<file path="config.mk">
export PLATFORM = sky130hd
export DESIGN_NAME = jtag_shift_engine
export DESIGN_NICKNAME = d
export VERILOG_FILES = /design/src/rtl/jse_pkg.sv /design/src/rtl/jse_fifo.sv /design/src/rtl/jse_tck_gen.sv /design/src/rtl/jse_shifter.sv /design/src/rtl/jtag_shift_engine.sv
export SDC_FILE = /design/constraint.sdc
export NUM_CORES = 1
export LEC_CHECK = 0
export ABC_AREA = 0
export BUFFER_PORTS_ARGS = -buffer_cell sky130_fd_sc_hd__buf_2
export CORE_MARGIN = 1.5
export CORE_UTILIZATION = 45
export CTS_CLUSTER_SIZE = 24
export DETAILED_ROUTE_END_ITERATION = 12
export GPL_TIMING_DRIVEN = 0
export REMOVE_ABC_BUFFERS = 1
export SLEW_MARGIN = 5
export SYNTH_ARGS = -nofsm -noshare
export SYNTH_HDL_FRONTEND = slang
export SYNTH_SLANG_ARGS = --single-unit
</file>
<file path="constraint.sdc">
create_clock -name clk -period 10.7 [get_ports clk]
set_input_delay 0.535 -clock clk [delete_from_list [all_inputs] [get_ports clk]]
set_output_delay 0.535 -clock clk [all_outputs]
set_load 0.1 [all_outputs]
</file>
<file path="src/rtl/jse_pkg.sv">
package jse_pkg;
    typedef enum logic {
        ENG_IDLE  = 1'b0,
        ENG_SHIFT = 1'b1
    } eng_state_e;
endpackage

</file>
<file path="src/rtl/jse_fifo.sv">
module jse_fifo #(
    parameter int WIDTH = 32,
    parameter int DEPTH = 8
) (
    input  logic             clk,
    input  logic             rst_n,
    input  logic             push,
    input  logic [WIDTH-1:0] wdata,
    input  logic             pop,
    output logic [WIDTH-1:0] rdata,
    output logic             full,
    output logic             empty
);
    localparam int AW = (DEPTH > 1) ? $clog2(DEPTH) : 1;
    localparam int CW = $clog2(DEPTH + 1);

    typedef struct packed {
        logic [DEPTH-1:0][WIDTH-1:0] mem;
        logic [AW-1:0]               wptr;
        logic [AW-1:0]               rptr;
        logic [CW-1:0]               cnt;
    } fifo_st_t;

    fifo_st_t q, d;
    logic do_push, do_pop;

    function automatic logic [AW-1:0] ptr_inc(input logic [AW-1:0] p);
        return (p == AW'(DEPTH - 1)) ? '0 : p + AW'(1);
    endfunction

    always_comb begin
        d       = q;
        do_push = push && (q.cnt != CW'(DEPTH));
        do_pop  = pop && (q.cnt != '0);
        if (do_push) begin
            d.mem[q.wptr] = wdata;
            d.wptr        = ptr_inc(q.wptr);
        end
        if (do_pop) begin
            d.rptr = ptr_inc(q.rptr);
        end
        d.cnt = q.cnt + CW'(do_push) - CW'(do_pop);
    end

    always_ff @(posedge clk) begin
        if (!rst_n) q <= '0;
        else        q <= d;
    end

    assign rdata = q.mem[q.rptr];
    assign full  = (q.cnt == CW'(DEPTH));
    assign empty = (q.cnt == '0);

    AST_FIFO_FULL_DROP: assert property (@(posedge clk) disable iff (!rst_n)
        push && full && !pop |=> full && $stable(q.wptr)) else $error("full push accepted");
    AST_FIFO_CNT_LIMIT: assert property (@(posedge clk) disable iff (!rst_n)
        q.cnt <= CW'(DEPTH)) else $error("count beyond depth");
    AST_FIFO_POP_EMPTY: assert property (@(posedge clk) disable iff (!rst_n)
        pop && empty && !push |=> empty) else $error("pop of empty buffer");
endmodule

</file>
<file path="src/rtl/jse_tck_gen.sv">
module jse_tck_gen #(
    parameter int DIV_W = 8
) (
    input  logic             clk,
    input  logic             rst_n,
    input  logic             run,
    input  logic [DIV_W-1:0] half_period,
    output logic             tck,
    output logic             rise_stb,
    output logic             fall_stb
);
    typedef struct packed {
        logic [DIV_W-1:0] cnt;
        logic             tck;
    } div_st_t;

    div_st_t q, d;
    logic [DIV_W-1:0] limit;
    logic             wrap;

    always_comb begin
        limit    = (half_period == '0) ? DIV_W'(1) : half_period;
        wrap     = run && (q.cnt >= limit - DIV_W'(1));
        rise_stb = wrap && !q.tck;
        fall_stb = wrap && q.tck;
        d        = q;
        if (!run) begin
            d.cnt = '0;
            d.tck = 1'b0;
        end else if (wrap) begin
            d.cnt = '0;
            d.tck = !q.tck;
        end else begin
            d.cnt = q.cnt + DIV_W'(1);
        end
    end

    always_ff @(posedge clk) begin
        if (!rst_n) q <= '0;
        else        q <= d;
    end

    assign tck = q.tck;

    AST_TCK_IDLE_LOW: assert property (@(posedge clk) disable iff (!rst_n)
        !run |=> !tck) else $error("tck toggles while stopped");
    AST_TCK_RISE_EDGE: assert property (@(posedge clk) disable iff (!rst_n)
        rise_stb |=> tck) else $error("rise strobe without high tck");
    AST_TCK_FALL_EDGE: assert property (@(posedge clk) disable iff (!rst_n)
        fall_stb |=> !tck) else $error("fall strobe without low tck");
endmodule

</file>
<file path="src/rtl/jse_shifter.sv">
module jse_shifter
    import jse_pkg::*;
#(
    parameter int HALF_W = 16
) (
    input  logic                clk,
    input  logic                rst_n,
    input  logic                start,
    input  logic                tx_empty,
    input  logic [2*HALF_W-1:0] tx_word,
    input  logic                rx_full,
    input  logic                tdo,
    input  logic                rise_stb,
    input  logic                fall_stb,
    input  logic                ovf_clr,
    output logic                tx_pop,
    output logic                rx_push,
    output logic [HALF_W-1:0]   rx_word,
    output logic                tdi,
    output logic                tms,
    output logic                busy,
    output logic                rx_ovf
);
    localparam int BW = $clog2(HALF_W);

    typedef struct packed {
        eng_state_e        st;
        logic [HALF_W-1:0] tdi_sr;
        logic [HALF_W-1:0] tms_sr;
        logic [HALF_W-1:0] cap_sr;
        logic [BW-1:0]     bit_idx;
        logic              ovf;
    } shf_st_t;

    shf_st_t q, d;
    logic    last_bit;

    always_comb begin
        d        = q;
        tx_pop   = 1'b0;
        rx_push  = 1'b0;
        rx_word  = q.cap_sr;
        last_bit = (q.bit_idx == BW'(HALF_W - 1));
        unique case (q.st)
            ENG_IDLE: begin
                if (start && !tx_empty) begin
                    tx_pop    = 1'b1;
                    d.tdi_sr  = tx_word[HALF_W-1:0];
                    d.tms_sr  = tx_word[2*HALF_W-1:HALF_W];
                    d.bit_idx = '0;
                    d.st      = ENG_SHIFT;
                end
            end
            ENG_SHIFT: begin
                if (rise_stb) begin
                    d.cap_sr = {tdo, q.cap_sr[HALF_W-1:1]};
                end
                if (fall_stb) begin
                    if (last_bit) begin
                        rx_push   = 1'b1;
                        d.bit_idx = '0;
                        if (!tx_empty) begin
                            tx_pop   = 1'b1;
                            d.tdi_sr = tx_word[HALF_W-1:0];
                            d.tms_sr = tx_word[2*HALF_W-1:HALF_W];
                        end else begin
                            d.st = ENG_IDLE;
                        end
                    end else begin
                        d.tdi_sr  = q.tdi_sr >> 1;
                        d.tms_sr  = q.tms_sr >> 1;
                        d.bit_idx = q.bit_idx + BW'(1);
                    end
                end
            end
            default: d.st = ENG_IDLE;
        endcase
        if (ovf_clr) d.ovf = 1'b0;
        if (rx_push && rx_full) d.ovf = 1'b1;
    end

    always_ff @(posedge clk) begin
        if (!rst_n) q <= '0;
        else        q <= d;
    end

    assign busy   = (q.st == ENG_SHIFT);
    assign tdi    = busy && q.tdi_sr[0];
    assign tms    = busy && q.tms_sr[0];
    assign rx_ovf = q.ovf;

    AST_START_EMPTY_IGNORED: assert property (@(posedge clk) disable iff (!rst_n)
        !busy && start && tx_empty |=> !busy) else $error("start on empty buffer");
    AST_OVF_ON_DROP: assert property (@(posedge clk) disable iff (!rst_n)
        rx_push && rx_full |=> rx_ovf) else $error("drop without overrun flag");
    AST_OVF_STICKY: assert property (@(posedge clk) disable iff (!rst_n)
        rx_ovf && !ovf_clr |=> rx_ovf) else $error("overrun flag lost");
    AST_DATA_HOLD_AT_RISE: assert property (@(posedge clk) disable iff (!rst_n)
        rise_stb |=> $stable(tdi) && $stable(tms)) else $error("data moved at rising edge");
    AST_STROBES_EXCLUSIVE: assert property (@(posedge clk) disable iff (!rst_n)
        !(rise_stb && fall_stb)) else $error("both tck strobes");
endmodule

</file>
<file path="src/rtl/jtag_shift_engine.sv">
module jtag_shift_engine #(
    parameter int HALF_W     = 16,
    parameter int FIFO_DEPTH = 8,
    parameter int DIV_W      = 8
) (
    input  logic                clk,
    input  logic                rst_n,
    input  logic                wr_en,
    input  logic [2*HALF_W-1:0] wr_data,
    input  logic                start,
    input  logic                rd_en,
    output logic [HALF_W-1:0]   rd_data,
    input  logic [DIV_W-1:0]    half_period,
    input  logic                ovf_clr,
    output logic                tx_full,
    output logic                tx_empty,
    output logic                rx_full,
    output logic                rx_empty,
    output logic                busy,
    output logic                rx_ovf,
    output logic                tck,
    output logic                tdi,
    output logic                tms,
    input  logic                tdo
);
    localparam int TX_W = 2 * HALF_W;

    logic              tx_pop, rx_push, rise_stb, fall_stb;
    logic [TX_W-1:0]   tx_word;
    logic [HALF_W-1:0] rx_word;

    jse_fifo #(.WIDTH(TX_W), .DEPTH(FIFO_DEPTH)) u_txq (
        .clk(clk), .rst_n(rst_n), .push(wr_en), .wdata(wr_data), .pop(tx_pop),
        .rdata(tx_word), .full(tx_full), .empty(tx_empty)
    );

    jse_fifo #(.WIDTH(HALF_W), .DEPTH(FIFO_DEPTH)) u_rxq (
        .clk(clk), .rst_n(rst_n), .push(rx_push), .wdata(rx_word), .pop(rd_en),
        .rdata(rd_data), .full(rx_full), .empty(rx_empty)
    );

    jse_tck_gen #(.DIV_W(DIV_W)) u_div (
        .clk(clk), .rst_n(rst_n), .run(busy), .half_period(half_period),
        .tck(tck), .rise_stb(rise_stb), .fall_stb(fall_stb)
    );

    jse_shifter #(.HALF_W(HALF_W)) u_eng (
        .clk(clk), .rst_n(rst_n), .start(start), .tx_empty(tx_empty), .tx_word(tx_word),
        .rx_full(rx_full), .tdo(tdo), .rise_stb(rise_stb), .fall_stb(fall_stb),
        .ovf_clr(ovf_clr), .tx_pop(tx_pop), .rx_push(rx_push), .rx_word(rx_word),
        .tdi(tdi), .tms(tms), .busy(busy), .rx_ovf(rx_ovf)
    );

    AST_TCK_ONLY_BUSY: assert property (@(posedge clk) disable iff (!rst_n)
        !busy |-> !tck) else $error("tck high while idle");
    AST_POP_NEEDS_DATA: assert property (@(posedge clk) disable iff (!rst_n)
        tx_pop |-> !tx_empty) else $error("pop of empty transmit buffer");
endmodule

</file>
==> flow_summary.toml, run 1 <==
[critical_path]
path_max_fanout = 10
start_kind = "primary input"
r2r_setup_slack_ns = 7.35
critPathCaptureType = "flop"
setup.worst_path.start = "half_period[3]"
crit_arrival_ns = 5.11
r2r-end = "u_rxq.q[12]"
reg2reg_depth = 9
worstSetupPathType = "in -> reg"
crit_path_end = "u_txq.q[2]"
required_ns = 11.15
timing.rr.start = "u_div.q[1]"

[pwr]
total_power_mw = 4.325
power_frac_seq_pct = 44.0
leakagePower_nw = 8.182
p_clk_share_pct = 38.6
p_switching_mw = 1.263
sw_frac_of_total_pct = 29.20
p_per_area_nw_per_um2 = 185.3
ir_drop_v = 0.0002744
p_int_mw = 3.062
p_comb_share_pct = 17.4

[drt]
wl_met1_um = 23120
drt_pass1_iterations = 6
wl_met2_um = 26110
wl_um = 53730
dr_wl_met3_um = 3065
drtIter0Drc = 1260
top_layer_used = "met5"
avgRoutedWirePerCell_um = 18.51
remaining_drc_errors = 0
avgViaCountPerCell = 5.528
num_vias = 16050
ant_nets = 0

[clock_network]
clock-sinks = 467
h-tree-depth = 2
clock_latency_ns = 0.58
cts_resized = 0
clkTransAtPathRegs_ns = 0.06
cts_buffer_depth = 3
cts_tree = "done"
cts_setup_buffers = 0
postCtsHoldBufs = 0
cts_buffers = 50
root_buffer = "clkbuf_16"

[timing]
hold_ws_ns = 0.2167
clock.fmax_mhz = 214.8
period_needed_ns = 4.657
skew_ns = 0.01293
setup_ws_ns = 6.043
min_period_over_period_pct = 43.52
fin_tns_setup_ns = 0
relSlewSlack_pct = 12.58
finalHoldViolCount = 0
tightest_slew_ns = 1.307
drv_slew = 0
setup_violations = 0
rsz0062_at_grt = "no"

[status]
status = "complete, no violations"

[place]
port-buffer-count = 71
place_congestion = 0.7326
dpl_cell_area_um2 = 21760
dp_hpwl_um = 34150
place_ws_ns = 5.398
dp.cells = 2813

[final_layout]
final_net_count = 2345
fillCellCount = 4191
mostFrequentLayoutCells = "678 x nand2_1, 462 x dfxtp_1, 340 x a21oi_1, 175 x mux2i_1, 96 x mux4_2"
syn_to_final_growth_pct = 12.87
final_util_pct = 51.45
final_common_cell = "nand2_1"
stdcell_area_um2 = 23350
layout-drive-gt1-share_pct = 15.39
fin_cells = 2903

[floorplanning]
io_pins = 72
die_h_um = 217.4
core_area_um2 = 45380
fp.dieW_um = 217.4
start_util_pct = 45.58
rows = 78
dieArea_um2 = 47260

[global_route]
grt_pass1_wl_um = 85550
grt_usage_pct = 22.86
overflow = 0
grt_max_degree = 131
antenna_found_initial = 6
grt_pass1_vias = 15770

[synth]
synth_edf_count = 0
netlist_instances = 2292
synth_xor_area_share_pct = 0.6775
synth-main-ff-cell = "dfxtp_1"
netlist_area_um2 = 20680
synthMuxAreaShare_pct = 19.90
synth_simple_gate_area_share_pct = 17.24
ys_ff_latch = 467
synth_top_family_by_area = "multiplexers"
synthArstFlopShare_pct = 0
ys_types = 54
synth_compound_area_share_pct = 10.32
syn_area_per_cell_um2 = 9.025
ys_warn_count = 0
ys_seq_area_share_pct = 45.20
synthAdderAreaFrac_pct = 2.069

[worst_hold_path]
hold_start = "tdo"
worstHoldPathType = "in -> reg"

[run]
cap_violations = 0
==> cell type report <==
| class | instances | area (um^2) | share of cell area (%) |
|---|---|---|---|
| Tap cell | 600 | 750.7 | 3.215 |
| Multi-Input combinational cell | 1597 | 10460 | 44.81 |
| Clock buffer | 72 | 1498 | 6.415 |
| Antenna cell | 3 | 7.507 | 0.03215 |
| Inverter | 22 | 90.09 | 0.3859 |
| Sequential cell | 467 | 9360 | 40.09 |
| Timing Repair Buffer | 127 | 1096 | 4.695 |
| Clock inverter | 15 | 83.83 | 0.3591 |
==> cells in the mapped netlist (17+ instances only) <==
master / count / share of area [%]
a21oi_1: 340 / 8.2
clkbuf_2: 32 / 0.77
nor2_1: 77 / 1.4
mux2i_1: 175 / 8.5
mux2_2: 18 / 0.98
inv_1: 21 / 0.38
ha_1: 31 / 1.9
o22a_1: 30 / 1.3
mux4_2: 96 / 10
clkbuf_1: 140 / 2.5
nand3_1: 44 / 1.1
buf_2: 17 / 0.41
nand2_1: 678 / 12
dfxtp_1: 467 / 45
==> critical path, stage by stage <==
cell and delay [ns]:
buf_2 0.12, or3_1 0.40, or4_1 0.42, nor2_1 0.19, nor2_1 0.09, ha_1 0.22
nor3b_1 0.16, xnor2_1 0.20, ha_1 0.28, and4_2 0.20, and3_1 0.20, o21ai_1 0.19
a21o_1 0.51, a21oi_1 0.20, ha_1 0.33, inv_1 0.05, ha_1 0.16, inv_1 0.07
fa_1 0.37, xor2_1 0.16, nor2_1 0.05
==> worst min-delay path by stage <==
stage | endpoint | slack (ns) | cells after the start
2_1_floorplan | u_rxq.q[106] | 0.43 | 2
3_3_place_gp | u_txq.q[94] | 0.44 | 2
3_5_place_dp | u_txq.q[228] | 0.45 | 2
4_1_cts | u_eng.rx_word[15] | 0.20 | 3
5_1_grt | u_eng.rx_word[15] | 0.22 | 3
6_report | u_eng.rx_word[15] | 0.22 | 3
==> routing by layer <==
layer  vias to the layer above  track usage, %
met2                       433           38.96
li1                       7766               -
met1                      7733           29.51
met4                         6           7.639
met5                         -               0
met3                       109           3.592
==> cells by family after synthesis <==
| kind of cell | after synthesis |
|---|---|
| AO/OA/AOI/OAI | 393 |
| XOR/XNOR | 16 |
| adder cells (fa/ha/maj) | 33 |
| buffers and inverters | 228 |
| flip-flops | 467 |
| multiplexers | 289 |
| AND/OR/NAND/NOR | 866 |
==> power by group through the flow <==
stage               Combinational [mW]  Clock, mW  Sequential (mW)
finish                           0.752       1.67             1.90
global placement                 0.657          0             2.00
floorplan                        0.486          0             1.95
global route                     0.824       1.77             1.92
detailed placement               0.752          0             1.95
CTS                              0.758       1.71             1.91
==> sequential cells by signal, summed over array words and instances (netlist names) <==
register / flops
u_div.q: 8
u_div.tck: 1
u_eng.busy: 1
u_eng.q: 36
u_eng.rx_ovf: 1
u_eng.rx_word: 16
u_rxq.q: 138
u_txq.q: 266
(Power assumes the default switching activity.)
==> run 2, diff against run 1 <==
- clock period: 10.7 -> 4.5 ns (I/O delays scaled with it)
==> flow_summary.toml, run 2 (same netlist as run 1, synthesis figures left out) <==
[clock_network]
clock_latency_ns = 0.59
cts_buffer_depth = 3
cts_tree = "done"
clkTransAtPathRegs_ns = 0.06
h-tree-depth = 2
cts_buffers = 50
clock-sinks = 467
root_buffer = "clkbuf_16"

[final_layout]
largest-register = "u_txq.q"
syn_to_final_growth_pct = 14.64
largest_register_ffs = 266
final_common_cell = "nand2_1"
fin_cells = 2937
final_net_count = 2381
reg_top3 = "u_txq.q (266), u_rxq.q (138), u_eng.q (36)"
stdcell_area_um2 = 23710
layout-drive-gt1-share_pct = 15.28
mostFrequentLayoutCells = "678 x nand2_1, 462 x dfxtp_1, 339 x a21oi_1, 175 x mux2i_1, 96 x mux4_2"

[floorplanning]
dieArea_um2 = 47260
die_h_um = 217.4
io_pins = 72
rows = 78
core_area_um2 = 45380
start_util_pct = 45.58
fp.dieW_um = 217.4

[global_route]
grt_pass1_wl_um = 86100
antenna_found_initial = 2
overflow = 0
grt_max_degree = 131
grt_pass1_vias = 15950
grt_usage_pct = 22.93

[pwr]
ir_drop_v = 0.0006517
leakagePower_nw = 8.335
p_per_area_nw_per_um2 = 435.2

[critical_path]
worstSetupPathType = "in -> reg"
crit_family = "simple AND/OR/NAND/NOR gates"
start_kind = "primary input"
crit_path_max_incr_delay_ns = 0.82
crit_arrival_ns = 4.68
r2r_setup_slack_ns = 1.30
critPathCaptureType = "flop"
path_buf_inv = 1
slowest_stage = "nand3_2"
path_max_fanout = 16
cp_cell_sequence = "buf_2 > or3_1 > or4_1 > nor2_1 > nor2_1 > ha_1 > nor3b_1 > xnor2_1 > ha_1 > and4_2 > and3_1 > o21ai_1 > a21oi_2 > nand3_2 > mux2i_1"
required_ns = 4.99

[drt]
drtIter0Drc = 1280
ant_nets = 0
remaining_drc_errors = 0
num_vias = 16150
wl_um = 53940
drt_pass1_iterations = 7
avgViaCountPerCell = 5.500
avgRoutedWirePerCell_um = 18.36

[timing]
tightest_slew_ns = 1.313
drv_slew = 0
clock.fmax_mhz = 238.8
period_needed_ns = 4.188
setup_violations = 0
hold_ws_ns = 0.03176
min_period_over_period_pct = 93.07
skew_ns = 0.01189
finalHoldViolCount = 0
rsz0062_at_grt = "no"
relSlewSlack_pct = 12.20

[place]
dp.cells = 2813
place_congestion = 0.7326
dp_hpwl_um = 34150
port-buffer-count = 71
dpl_cell_area_um2 = 21760

[status]
status = "complete, no violations"

[worst_hold_path]
worstHoldPathType = "in -> reg"

[run]
cap_violations = 0
-- run 2: cell types whose count changed in the layout (fill, tap and decap cells not counted), sizes merged --
| cell | change |
|---|---|
| dlygate4sd3 | +35 |
| diode | -2 |
| buf | +1 |
-- run 2: what timing repair did --
item,in CTS,in global routing
resized for setup,0,3
hold buffers,35,0
endpoints found under the setup margin,0,18
buffers inserted,0,1
endpoints found under the hold margin,259,0
-- run 2: layout make-up --
class,count,area [um^2]
Fill cell,4171,21670
Timing Repair Buffer,163,1454
Clock inverter,15,83.83
Clock buffer,72,1498
Sequential cell,467,9360
Tap cell,600,750.7
Multi-Input combinational cell,1597,10480
Inverter,22,90.09
Antenna cell,1,2.502
-- run 2: layer usage --
layer | up-vias | routed length [um] | part of all wire, % | GRT usage, %
met1 | 7805 | 23180 | 43 | 29.68
li1 | 7847 | - | - | -
met4 | 2 | 1287 | 2.4 | 7.338
met3 | 88 | 3025 | 5.6 | 3.284
met5 | - | 10 | 0.019 | 0
met2 | 412 | 26430 | 49 | 39.37
-- run 2: tightest hold or removal path: stages --
cell and delay, ns:
buf_6 0.18, nand2_1 0.10, mux2i_1 0.05
-- run 2: power by group --
part / leakage (nW) / total, mW / switching (mW) / internal, mW
Sequential: 3.77 / 4.53 / 0.232 / 4.30
Combinational: 3.77 / 1.82 / 1.11 / 0.707
Clock: 0.787 / 3.97 / 1.67 / 2.30
-- run 2: path summary, 6_finish.rpt --
kind	from	endpoint	cells past startpoint
setup / recovery	half_period[3]	u_rxq.q[29]	15
setup reg to reg	u_div.q[1]	u_rxq.q[29]	8
hold reg to reg	u_txq.q[150]	u_txq.q[150]	2
hold / removal	rst_n	u_rxq.q[111]	3
-- run 2: stage by stage --
step / setup slack, ns / TNS [ns] / utilization [%] / power, mW
after floorplan: -1.255 / -36.00 / - / 5.802
after global placement: -3.710 / -903.08 / 46.10 / 6.307
after detailed placement: -0.4920 / -28.58 / 47.94 / 6.413
after CTS: 0.1303 / 0 / 52.20 / 10.43
after global routing: 0.02565 / 0 / 52.26 / 10.78
final: 0.3117 / 0 / 52.26 / 10.32
==> run 3, diff against run 2 <==
- REMOVE_ABC_BUFFERS: 1 -> not set
==> flow_summary.toml, run 3 (same netlist as run 1, synthesis figures left out) <==
[status]
status = "complete, no violations"

[timing]
period_needed_ns = 4.176
clock.fmax_mhz = 239.5
finalHoldViolCount = 0
hold_ws_ns = 0.02616
skew_ns = 0.01841
rsz0062_at_grt = "no"
drv_slew = 0
tightest_slew_ns = 1.322
setup_ws_ns = 0.3245
relSlewSlack_pct = 10.64
setup_violations = 0
min_period_over_period_pct = 92.79

[global_route]
grt_max_degree = 14
grt_pass1_vias = 16780
grt_usage_pct = 26.32
grt_pass1_wl_um = 95850
overflow = 0
antenna_found_initial = 1

[critical_path]
critPathCaptureType = "flop"
required_ns = 4.95
cp_cell_sequence = "buf_2 > or3_1 > or4_1 > nor2_1 > nor2_1 > ha_1 > nor3b_1 > xnor2_1 > ha_1 > and4_2 > and3_1 > o21ai_1 > a21o_1 > buf_6 > a21oi_1 > ha_1 > inv_1 > ha_1 > inv_1 > fa_1 > xor2_1 > nor2_1"
path_common_cell = "ha_1"
start_kind = "primary input"
path_max_fanout = 10
crit_path_max_incr_delay_ns = 0.44
slowest_stage = "or4_1"
worstSetupPathType = "in -> reg"
crit_arrival_ns = 4.63

[final_layout]
diodes = 0
reg_top3 = "u_txq.q (266), u_rxq.q (138), u_eng.q (36)"
syn_to_final_growth_pct = 14.22
final_util_pct = 52.06
fin_cells = 3057
final_common_cell = "nand2_1"
largest-register = "u_txq.q"
largest_register_ffs = 266
mostFrequentLayoutCells = "678 x nand2_1, 467 x dfxtp_1, 340 x a21oi_1, 175 x mux2i_1, 154 x clkbuf_1"
final_net_count = 2496
layout-drive-gt1-share_pct = 12.25

[floorplanning]
io_pins = 72
die_h_um = 217.4
rows = 78
fp.dieW_um = 217.4
start_util_pct = 45.58
core_area_um2 = 45380
dieArea_um2 = 47260

[clock_network]
cts_setup_buffers = 0
root_buffer = "clkbuf_16"
clock_latency_ns = 0.59
cts_buffers = 49
cts_resized = 0
clock-sinks = 467
cts_buffer_depth = 3
clkTransAtPathRegs_ns = 0.06
cts_tree = "done"
postCtsHoldBufs = 34
h-tree-depth = 2

[drt]
wl_um = 62500
drtIter0Drc = 1303
remaining_drc_errors = 0
avgViaCountPerCell = 5.648
avgRoutedWirePerCell_um = 20.44
drt_pass1_iterations = 5
ant_nets = 0
num_vias = 17270

[pwr]
total_power_mw = 10.59
p_per_area_nw_per_um2 = 448.0
ir_drop_v = 0.0003611
leakagePower_nw = 8.223

[place]
place_ws_ns = -0.2522
dp_hpwl_um = 42330
dp.cells = 2931
place_congestion = 0.8607
port-buffer-count = 39

[run]
cap_violations = 0

[synth]
synthesis.nets = 2372

[worst_hold_path]
worstHoldPathType = "in -> reg"
-- run 3: changes by cell type in the layout (fill, tap and decap cells not counted), sizes merged --
cell | before | now
clkbuf | 72 | 252
buf | 128 | 73
clkinv | 12 | 7
bufinv | 0 | 2
diode | 1 | 0
dlygate4sd3 | 35 | 34
-- run 3: final timing paths --
check | startpoint | end | cells past startpoint | slack, ns
worst max-delay path | half_period[3] | u_txq.q[2] | 22 | 0.32
worst min-delay path | wr_data[11] | u_txq.q[149] | 3 | 0.03
worst max register to register | u_txq.q[2] | u_txq.q[145] | 9 | 1.05
worst min register to register | u_txq.q[210] | u_txq.q[210] | 2 | 0.45
-- run 3: routing by layer --
layer	up-vias	track usage (%)	part of all wire [%]
li1	8091	-	-
met1	8452	35.02	44
met2	581	42.67	47
met3	140	4.780	6.5
met4	2	9.815	3.2
met5	-	0	0.019
-- run 3: power breakdown --
part / internal [mW] / switching, mW / leakage (nW)
logic: 0.668 / 1.38 / 3.64
clock network: 2.44 / 1.70 / 0.813
registers: 4.29 / 0.102 / 3.77
-- run 3: critical path, delay by kind of cell --
kind | cells | cell delay [ns]
AOI/OAI and AO/OA | 3 | 0.65
xor gates and xnor gates | 2 | 0.29
adders and majority gates | 5 | 1.35
buffers and inverters | 4 | 0.38
and+or+nand+nor | 8 | 1.73
-- run 3: final cells by class --
cell class	count	area (um^2)
inverters	22	82.58
well taps	600	750.7
repair buffers	73	535.5
clock buffers	80	1535
multi-input cells	1597	10390
flip-flops and latches	467	9349
fillers	4246	21760
plain buffers	206	868.3
clock inverters	12	118.9
-- run 3: through the flow --
stage          instance area [um^2]  setup TNS (ns)
2_1_floorplan                 20680               0
3_5_place_dp                  21630         -0.6421
4_1_cts                       23630               0
3_3_place_gp                  21630         -0.3172
5_1_grt                       23630               0
6_report                      23630               0
